File: src/rtl/sdc_pkg.sv
`timescale 1ns/1ps
package sdc_pkg;
   localparam int INSTR_W  = 32;
   localparam int KIND_BIT = 31;
   localparam int OP_LSB   = 28;
   localparam int RD_LSB   = 24;
   localparam int RS1_LSB  = 20;
   localparam int RS2_LSB  = 16;
   localparam int IMM_W    = 16;
   localparam int FIELD_W  = 4;

   typedef enum logic [2:0] {
      SOP_ADD  = 3'd0,
      SOP_SUB  = 3'd1,
      SOP_ADDI = 3'd2,
      SOP_AND  = 3'd3,
      SOP_OR   = 3'd4,
      SOP_XOR  = 3'd5,
      SOP_BEQ  = 3'd6,
      SOP_JMP  = 3'd7
   } sop_e;

   typedef enum logic [1:0] {
      ST_FETCH  = 2'd0,
      ST_DECODE = 2'd1,
      ST_BCAST  = 2'd2
   } seq_st_e;
endpackage

File: src/rtl/sdc_decoder.sv
`timescale 1ns/1ps
module sdc_decoder
   import sdc_pkg::*;
#(
   parameter int RA_W = 4
) (
   input  logic [INSTR_W-1:0] instr,
   output logic               is_array,
   output sop_e               op,
   output logic [RA_W-1:0]    rd,
   output logic [RA_W-1:0]    rs1,
   output logic [RA_W-1:0]    rs2,
   output logic [IMM_W-1:0]   imm
);
   assign is_array = instr[KIND_BIT];
   assign op       = sop_e'(instr[OP_LSB +: 3]);
   assign rd       = instr[RD_LSB  +: RA_W];
   assign rs1      = instr[RS1_LSB +: RA_W];
   assign rs2      = instr[RS2_LSB +: RA_W];
   assign imm      = instr[IMM_W-1:0];
endmodule

File: src/rtl/sdc_scalar_alu.sv
`timescale 1ns/1ps
module sdc_scalar_alu
   import sdc_pkg::*;
#(
   parameter int DATA_W = 32,
   parameter int PC_W   = 8
) (
   input  sop_e              op,
   input  logic [DATA_W-1:0] a,
   input  logic [DATA_W-1:0] b,
   input  logic [IMM_W-1:0]  imm,
   input  logic [PC_W-1:0]   pc,
   output logic              wr_en,
   output logic [DATA_W-1:0] wr_data,
   output logic [PC_W-1:0]   pc_next
);
   logic [DATA_W-1:0] simm;
   logic [PC_W-1:0]   imm_pc;

   assign simm   = DATA_W'($signed(imm));
   assign imm_pc = imm[PC_W-1:0];

   always_comb begin
      wr_en   = 1'b1;
      wr_data = '0;
      pc_next = pc + 1'b1;
      unique case (op)
         SOP_ADD:  wr_data = a + b;
         SOP_SUB:  wr_data = a - b;
         SOP_ADDI: wr_data = a + simm;
         SOP_AND:  wr_data = a & b;
         SOP_OR:   wr_data = a | b;
         SOP_XOR:  wr_data = a ^ b;
         SOP_BEQ: begin
            wr_en = 1'b0;
            if (a == b) pc_next = pc + imm_pc;
         end
         SOP_JMP: begin
            wr_en   = 1'b0;
            pc_next = imm_pc;
         end
         default: wr_en = 1'b0;
      endcase
   end
endmodule

File: src/rtl/sdc_regfile.sv
`timescale 1ns/1ps
module sdc_regfile #(
   parameter int DATA_W  = 32,
   parameter int NREG    = 16,
   parameter bit ZERO_R0 = 1'b1,
   localparam int RA_W   = $clog2(NREG)
) (
   input  logic              clk,
   input  logic              rst_n,
   input  logic              we,
   input  logic [RA_W-1:0]   waddr,
   input  logic [DATA_W-1:0] wdata,
   input  logic [RA_W-1:0]   ra_a,
   input  logic [RA_W-1:0]   ra_b,
   input  logic [RA_W-1:0]   ra_dbg,
   output logic [DATA_W-1:0] rd_a,
   output logic [DATA_W-1:0] rd_b,
   output logic [DATA_W-1:0] rd_dbg
);
   logic [DATA_W-1:0] bank [NREG];

   for (genvar i = 0; i < NREG; i++) begin : g_reg
      if (ZERO_R0 && i == 0) begin : g_zero
         assign bank[i] = '0;
      end else begin : g_store
         logic [DATA_W-1:0] q;
         always_ff @(posedge clk or negedge rst_n) begin
            if (!rst_n) q <= '0;
            else if (we && waddr == RA_W'(i)) q <= wdata;
         end
         assign bank[i] = q;
      end
   end

   assign rd_a   = bank[ra_a];
   assign rd_b   = bank[ra_b];
   assign rd_dbg = bank[ra_dbg];
endmodule

File: src/rtl/simd_dispatch_ctrl.sv
`timescale 1ns/1ps
module simd_dispatch_ctrl
   import sdc_pkg::*;
#(
   parameter int DATA_W  = 32,
   parameter int NREG    = 16,
   parameter int PC_W    = 8,
   parameter bit ZERO_R0 = 1'b1,
   localparam int RA_W   = $clog2(NREG)
) (
   input  logic               clk,
   input  logic               rst_n,
   output logic               pm_en,
   output logic [PC_W-1:0]    pm_addr,
   input  logic [INSTR_W-1:0] pm_rdata,
   output logic               bcast_valid,
   output logic [INSTR_W-1:0] bcast_instr,
   input  logic               bcast_ready,
   input  logic [RA_W-1:0]    dbg_raddr,
   output logic [DATA_W-1:0]  dbg_rdata
);
   if (NREG < 2 || NREG > (1 << FIELD_W) || (NREG & (NREG - 1)) != 0) begin : g_bad_nreg
      $error("NREG must be a power of two from 2 to 16");
   end
   if (DATA_W < IMM_W) begin : g_bad_data_w
      $error("DATA_W must be at least the immediate width");
   end
   if (PC_W < 1 || PC_W > IMM_W) begin : g_bad_pc_w
      $error("PC_W must lie between 1 and the immediate width");
   end

   seq_st_e              state_q, state_d;
   logic [PC_W-1:0]      pc_q, pc_d;
   logic [INSTR_W-1:0]   ir_q, ir_d;

   logic                 dec_is_array;
   sop_e                 dec_op;
   logic [RA_W-1:0]      dec_rd, dec_rs1, dec_rs2;
   logic [IMM_W-1:0]     dec_imm;

   logic [DATA_W-1:0]    opnd_a, opnd_b;
   logic                 alu_we;
   logic [DATA_W-1:0]    alu_data;
   logic [PC_W-1:0]      alu_pc_next;
   logic                 rf_we;

   sdc_decoder #(.RA_W(RA_W)) u_dec (
      .instr    (pm_rdata),
      .is_array (dec_is_array),
      .op       (dec_op),
      .rd       (dec_rd),
      .rs1      (dec_rs1),
      .rs2      (dec_rs2),
      .imm      (dec_imm)
   );

   sdc_regfile #(.DATA_W(DATA_W), .NREG(NREG), .ZERO_R0(ZERO_R0)) u_rf (
      .clk    (clk),
      .rst_n  (rst_n),
      .we     (rf_we),
      .waddr  (dec_rd),
      .wdata  (alu_data),
      .ra_a   (dec_rs1),
      .ra_b   (dec_rs2),
      .ra_dbg (dbg_raddr),
      .rd_a   (opnd_a),
      .rd_b   (opnd_b),
      .rd_dbg (dbg_rdata)
   );

   sdc_scalar_alu #(.DATA_W(DATA_W), .PC_W(PC_W)) u_alu (
      .op      (dec_op),
      .a       (opnd_a),
      .b       (opnd_b),
      .imm     (dec_imm),
      .pc      (pc_q),
      .wr_en   (alu_we),
      .wr_data (alu_data),
      .pc_next (alu_pc_next)
   );

   always_comb begin
      state_d = state_q;
      pc_d    = pc_q;
      ir_d    = ir_q;
      rf_we   = 1'b0;
      unique case (state_q)
         ST_FETCH: state_d = ST_DECODE;
         ST_DECODE: begin
            if (dec_is_array) begin
               ir_d    = pm_rdata;
               state_d = ST_BCAST;
            end else begin
               rf_we   = alu_we;
               pc_d    = alu_pc_next;
               state_d = ST_FETCH;
            end
         end
         ST_BCAST: begin
            if (bcast_ready) begin
               pc_d    = pc_q + 1'b1;
               state_d = ST_FETCH;
            end
         end
         default: state_d = ST_FETCH;
      endcase
   end

   always_ff @(posedge clk or negedge rst_n) begin
      if (!rst_n) begin
         state_q <= ST_FETCH;
         pc_q    <= '0;
         ir_q    <= '0;
      end else begin
         state_q <= state_d;
         pc_q    <= pc_d;
         ir_q    <= ir_d;
      end
   end

   assign pm_en       = (state_q == ST_FETCH);
   assign pm_addr     = pc_q;
   assign bcast_valid = (state_q == ST_BCAST);
   assign bcast_instr = ir_q;
endmodule

File: config.mk
export PLATFORM = sky130hd
export DESIGN_NAME = simd_dispatch_ctrl
export DESIGN_NICKNAME = d
export VERILOG_FILES = /design/src/rtl/sdc_pkg.sv /design/src/rtl/sdc_decoder.sv /design/src/rtl/sdc_scalar_alu.sv /design/src/rtl/sdc_regfile.sv /design/src/rtl/simd_dispatch_ctrl.sv
export SDC_FILE = /design/constraint.sdc
export NUM_CORES = 2
export LEC_CHECK = 0
export ABC_CLOCK_PERIOD_IN_PS = 8000
export BUFFER_PORTS_ARGS = -buffer_cell sky130_fd_sc_hd__buf_4
export CAP_MARGIN = 0
export CORE_ASPECT_RATIO = 0.7
export CORE_MARGIN = 2
export CORE_UTILIZATION = 41
export CTS_CLUSTER_SIZE = 8
export DETAILED_ROUTE_END_ITERATION = 8
export GPL_ROUTABILITY_DRIVEN = 0
export SYNTH_ARGS = -nofsm -noshare
export SYNTH_HDL_FRONTEND = slang
export SYNTH_SLANG_ARGS = --single-unit
File: constraint.sdc
create_clock -name clk -period 8 [get_ports clk]
set_input_delay 1.2 -clock clk [delete_from_list [all_inputs] [get_ports clk]]
set_output_delay 1.2 -clock clk [all_outputs]
set_load 0.03 [all_outputs]
* Word level (Yosys, flattened, before mapping)
Cells that the tools add are included.
** Word-level totals
- Register bits :: 522
- Bits in writable memories :: 0
- Input port bits :: 39
- Memories kept :: 0
- Bits in latches :: 0
- Memory bits (read-only) :: 0
- Word-level logic and storage cells :: 101
- Output and inout bits :: 74
** Cells by class
- Div/mod/pow operators :: 0
- Multiplexer cells :: 21
- Bitwise logic cells :: 6
- Add/sub/neg operators :: 5
- $lt $le $gt $ge :: 3
- Equal/unequal tests :: 27
- Shift operators :: 0
- Multipliers :: 0
- Reduce and logical (&&, ||, !) cells :: 21
** Operators by type and width (number)
- 32-bit binary-select mux with 4-bit select :: 3
- 32-bit 2-to-1 mux :: 6
- 32-bit case mux with 6 select lines :: 1
- 32-bit adder :: 2
- 32-bit AND :: 1
- 32-bit == test :: 1
- 4-bit == test, second input constant :: 8
- 32-bit OR :: 1
- 8-bit case mux with 2 select lines :: 2
- 32-bit subtractor :: 1
- 32-bit XOR :: 1
- 8-bit 2-to-1 mux :: 3
- 4-bit by 3-bit == test with 1-bit output, second input constant :: 4
- 5-bit greater-or-equal comparator, second input constant :: 3
- 1-bit logical AND :: 15
- 4-bit NOT with 5-bit output :: 3
- 3-bit == test, second input constant :: 4
- 8-bit by 1-bit adder with 8-bit output, second input constant :: 1
- 8-bit adder :: 1
- 4-bit by 2-bit == test with 1-bit output, second input constant :: 2
- 3-bit by 2-bit == test with 1-bit output, second input constant :: 2
- 2-bit case mux with 3 select lines :: 1
- 4-bit by 1-bit == test with 1-bit output, second input constant :: 1
- 2-bit 2-to-1 mux :: 2
- 12 further kinds :: 14

* Depth between registers and ports, before layout
- Depth in word-level cells :: 9
- Depth in mapped cells :: 24
- Mapped depth without buffers :: 17

* Modules after synthesis
Synthesis repeated with hierarchy kept, for this count alone.
** Second synthesis, totals
- Cells, all modules :: 3218
- Area total of the unflattened synthesis :: 38410.6 µm²
** Modules (own cells, without submodules)
- sdc_regfile :: seq. area each 12011.5 µm², area each 29748.5 µm², times used 1, cells an instance 2127
- sdc_scalar_alu :: seq. area each 0.0 µm², area each 6426.2 µm², times used 1, cells an instance 920
- simd_dispatch_ctrl :: seq. area each 1051.0 µm², area each 1995.7 µm², times used 1, cells an instance 139
- sdc_decoder :: seq. area each 0.0 µm², area each 240.2 µm², times used 1, cells an instance 32

* Worst setup path before layout
Ideal clock, no wire load.
- Kind :: in2reg
- From :: in pm_rdata[16]
- To :: reg u_rf.g_reg[11].g_store.q[26]
- Setup time :: 0.137 ns
- Required time :: 7.863 ns
- Arrival :: 5.907 ns
- Stages on the path :: 19
- Buffers on the path :: 4
- Path slack :: 1.956 ns
- Path through :: clkbuf_2 -> buf_2 -> buf_1 -> mux4_2 -> mux4_2 -> inv_1 -> a21oi_1 -> ha_1 -> fa_1 -> a21oi_1 -> o221ai_1 -> o311a_1 -> nor3_1 -> nor3_1 -> nor2_1 -> nor4b_1 -> a311oi_1 -> buf_2 -> a21oi_1
** Between the ends
- Longest elaborated chain between the ends :: 6
- Elaborated cells between the ends (all ways) :: 10
- Classes of those cells :: add/sub: 2; mux: 4; bitwise: 4
** Ends and longest elaborated chain
- from (decl) :: RTL line simd_dispatch_ctrl.sv:15 : input logic [INSTR_W-1:0] pm_rdata,
- 4-bit NOT with 5-bit output (implied by the code) (*) :: RTL line sdc_regfile.sv:36 : assign rd_b = bank[ra_b];
- 32-bit binary-select mux with 4-bit select (*) :: RTL line sdc_regfile.sv:36
- 32-bit 2-to-1 mux (implied by the code) (*) (2 in a row) :: RTL line sdc_regfile.sv:36
- 32-bit subtractor (tied with other cells) :: RTL line sdc_scalar_alu.sv:29 : SOP_SUB: wr_data = a - b;
- 32-bit case mux with 6 select lines (*) :: RTL line sdc_scalar_alu.sv:27 : unique case (op)
- to (signal assigned) :: RTL line sdc_regfile.sv:29 : else if (we && waddr == RA_W'(i)) q <= wdata;
- to (decl) :: RTL line sdc_regfile.sv:26 : logic [DATA_W-1:0] q;
Mark *: on every way between the ends. The rest lies on a longest branch, timed or not. The select of a mux whose other input is x is not followed.
A chain may end at the register's enable or synchronous reset.

* Worst setup path in the final report
- From :: in pm_rdata[16]
- To :: reg u_rf.g_reg[8].g_store.q[21]
** Between the ends
- Longest elaborated chain between the ends :: 6
- Elaborated cells between the ends (all ways) :: 10
- Classes of those cells :: add/sub: 2; mux: 4; bitwise: 4
** Ends and longest elaborated chain (RTL line)
- 4-bit NOT with 5-bit output (implied by the code) (*) :: sdc_regfile.sv:36
- 32-bit binary-select mux with 4-bit select (*) :: sdc_regfile.sv:36
- 32-bit 2-to-1 mux (implied by the code) (*) (2 in a row) :: sdc_regfile.sv:36
- 32-bit subtractor (tied with other cells) :: sdc_scalar_alu.sv:29
- 32-bit case mux with 6 select lines (*) :: sdc_scalar_alu.sv:27
- to (signal assigned) :: sdc_regfile.sv:29
- to (decl) :: sdc_regfile.sv:26
Marks and branches as above.

==> flow_metrics.py <==
metrics = {
    "power": {
        "power_density_nw_per_um2": 413,
        "total_power_uw": 16600,
        "peakVddDrop_v": 0.000241,
        "p_leak_uw": 0.0168,
    },
    "global_route": {
        "grt_pass1_vias": 28240,
        "grt_pass1_wl_um": 189000,
        "antenna_found_initial": 0,
        "grt_start_max_net_pins": 145,
        "grt_usage_pct": 27.8,
        "grt_overflow": 0,
    },
    "clock_tree": {
        "cts_tree": "done",
        "clkSinkCount": 522,
        "cts_max_level": 3,
        "cts_resized": 0,
        "clk_pin_slew_worst_paths_ns": 0.05,
        "cts_setup_buffers": 0,
        "numCtsBuffers": 75,
        "cts_root_buf": "clkbuf_16",
        "clkLatencyLatePin_ns": 0.67,
        "cts.path.max_buffers": 3,
        "hold_buffers": 0,
    },
    "min_path": {
        "worstHoldEndpoint": "bcast_instr[31]",
        "min_from": "bcast_instr[31]",
        "hp-class": "register to register",
        "whs_path_depth": 1,
    },
    "setup_path": {
        "startpoint_type": "input pin",
        "ff2ff_path_depth": 14,
        "reg2reg_setup_slack_ns": 2.84,
        "rr_endpoint": "u_rf.g_reg[8].g_store.q[22]",
        "critPathKind": "input pin to register",
        "crit_fanout": 34,
        "end_kind": "register",
        "worstPathArrival_ns": 6.68,
        "rr_startpoint": "u_rf.g_reg[4].g_store.q[0]",
        "worstPathRequired_ns": 8.50,
    },
    "sta": {
        "drv_slew": 0,
        "tns_ns": 0,
        "rsz0062_at_grt": "no",
        "fin_skew_ns": 0.0216,
        "fmax_ghz": 0.162,
        "final.min_clock_period_ns": 6.18,
        "period_share_pct": 77.2,
        "relSlewSlack_pct": 12.3,
        "worst_slew_pin_slew_ns": 1.31,
        "hold_violations": 0,
        "setup_viol": 0,
    },
    "drt": {
        "drt_iter0_drc": 3776,
        "wl_um": 125000,
        "route.vias.total": 29402,
        "firstDrtPassIters": 6,
        "remaining_drc_errors": 0,
        "ant_nets": 0,
        "wire_per_inst_um": 27.3,
        "viasPerCell": 6.41,
    },
    "cells_and_area": {
        "final_common_cell": "dfrtp_1",
        "layout_common_cells": "522 x dfrtp_1, 491 x a21oi_1, 478 x nor2_1",
        "drive_gt1_share_pct": 25.0,
        "syn_to_final_growth_pct": 11.1,
        "nets": 3596,
        "final_area_sq_um": 40200,
    },
    "logic_synthesis": {
        "async_flop_share_pct": 100,
        "synth_top_area_cell": "dfrtp_1",
        "postSynthCellCount": 3451,
        "synth_cell_types": 74,
        "yosys-top-cells-area": "dfrtp_1 36%, mux4_2 23%, a21oi_1 6.8%, nor2_1 5.1%, mux2_2 4.9%",
        "yosysWarnings": 0,
        "ys_seq_elements": 522,
        "avgSynthCellArea_sq_um": 10.5,
        "synth_area_sq_um": 36200,
        "ys_seq_area_share_pct": 36.1,
        "postSynthNetCount": 3627,
        "ys.flop_type": "dfrtp_1",
        "synth_edf_count": 0,
        "synth_top_area_share_pct": 36.1,
    },
    "placed_design": {
        "io_buffers": 112,
        "place_area_sq_um": 38200,
        "dp_hpwl_um": 81000,
    },
    "run": {
        "maxCapViolCount": 0,
    },
    "die": {
        "rows": 91,
        "die_area_sq_um": 90700,
        "die_w_um": 359,
        "start_util_pct": 41.2,
        "core_region_area_sq_um": 87800,
        "die-height_um": 253,
        "num_io_pins": 113,
    },
    "status": {
        "status": "finished clean",
    },
}
[cells in the mapped netlist (7+ instances only)]
library cell  instances
nand4_1               8
xor2_1               17
o31ai_1              10
mux4_2              368
nand2_1             204
nor4_1               14
ha_1                134
a22o_1               92
o211ai_1              9
o21ai_0             202
dfrtp_1             522
xnor2_1              39
a21o_1                8
mux2i_1               7
nor2_1              491
o22ai_1               9
nor3_1               18
a31oi_1              11
buf_1                46
o21bai_1             17
a21oi_1             491
buf_2                20
nand2b_1             14
and3_1                9
or3_1                 9
inv_1               100
nor2b_1              21
a211oi_1              9
clkbuf_1            234
mux2_2              159
nand3_1              22
a22oi_1              41
[worst max-delay path, cell delays in order]
cell and delay (ns):
clkbuf_8 0.23, nor2b_4 0.78, buf_4 0.45, a22o_1 0.20
mux4_2 0.32, inv_1 0.11, ha_1 0.40, nor4_1 0.48
nand2_1 0.14, a211oi_1 0.34, o41ai_2 0.16, a31oi_1 0.71
or3_1 0.21, a21oi_1 0.08, a211oi_2 0.37, buf_4 0.30
o21ai_0 0.12
[per-layer routing]
layer	part of all wire [%]	vias to the layer above	GRT usage (%)	wire length [um]
met3	13	224	9.33	15900
met1	44	14796	41.9	55400
met5	0.080	-	0.795	100
met4	2.6	2	7.44	3290
li1	-	12716	-	-
met2	40	1664	37.7	50500
[metrics by stage]
step | hold slack (ns) | std cells | worst slack, ns | utilization (%)
floorplan | 0.437 | 3451 | 1.96 | -
global placement | 0.459 | 4505 | 1.39 | 43.5
detailed placement | 0.456 | 4505 | 1.42 | 43.5
CTS | 0.468 | 4587 | 2.10 | 45.8
global route | 0.500 | 4587 | 1.61 | 45.8
finish | 0.463 | 4588 | 1.82 | 45.8
[registers in the layout, summed over array words and instances (netlist names)]
name	count
u_rf.g.g_store.q	480
state_q	2
pm_addr	8
bcast_instr	32
[logic make-up after synthesis]
family / synth area share, %
adder cells (fa/ha/maj): 4.80
flip-flops: 36.1
multiplexers: 28.0
AO/OA/AOI/OAI: 15.8
XOR/XNOR: 1.35
buffers and inverters: 4.37
AND/OR/NAND/NOR: 9.52
[where the power goes]
part	total, uW	internal (uW)	switching, uW
Clock	2940	1760	1180
Sequential	5010	3810	1210
Combinational	8660	3870	4800
Total	16600	9430	7190
[area by class of cell]
type / count / area, sq um
repair buffers: 199 / 1620
inverters: 100 / 375
diodes: 1 / 2.50
well taps: 1162 / 1450
multi-input cells: 2522 / 21700
flip-flops and latches: 522 / 13100
fillers: 8147 / 47600
clock inverters: 2 / 38.8
clock buffers: 80 / 1990
[how the worst max path moves through the flow]
| stage | from | endpoint | slack (ns) | depth (start not counted) |
|---|---|---|---|---|
| after floorplan | pm_rdata[16] | u_rf.g_reg[11].g_store.q[26] | 1.96 | 19 |
| after global placement | pm_rdata[20] | u_rf.g_reg[8].g_store.q[22] | 1.39 | 17 |
| after detailed placement | pm_rdata[16] | u_rf.g_reg[8].g_store.q[27] | 1.42 | 17 |
| after CTS | pm_rdata[20] | u_rf.g_reg[10].g_store.q[28] | 2.10 | 14 |
| after global routing | pm_rdata[16] | u_rf.g_reg[4].g_store.q[30] | 1.61 | 15 |
| final | pm_rdata[16] | u_rf.g_reg[8].g_store.q[21] | 1.82 | 17 |
Power figures use the tool's default switching activity.
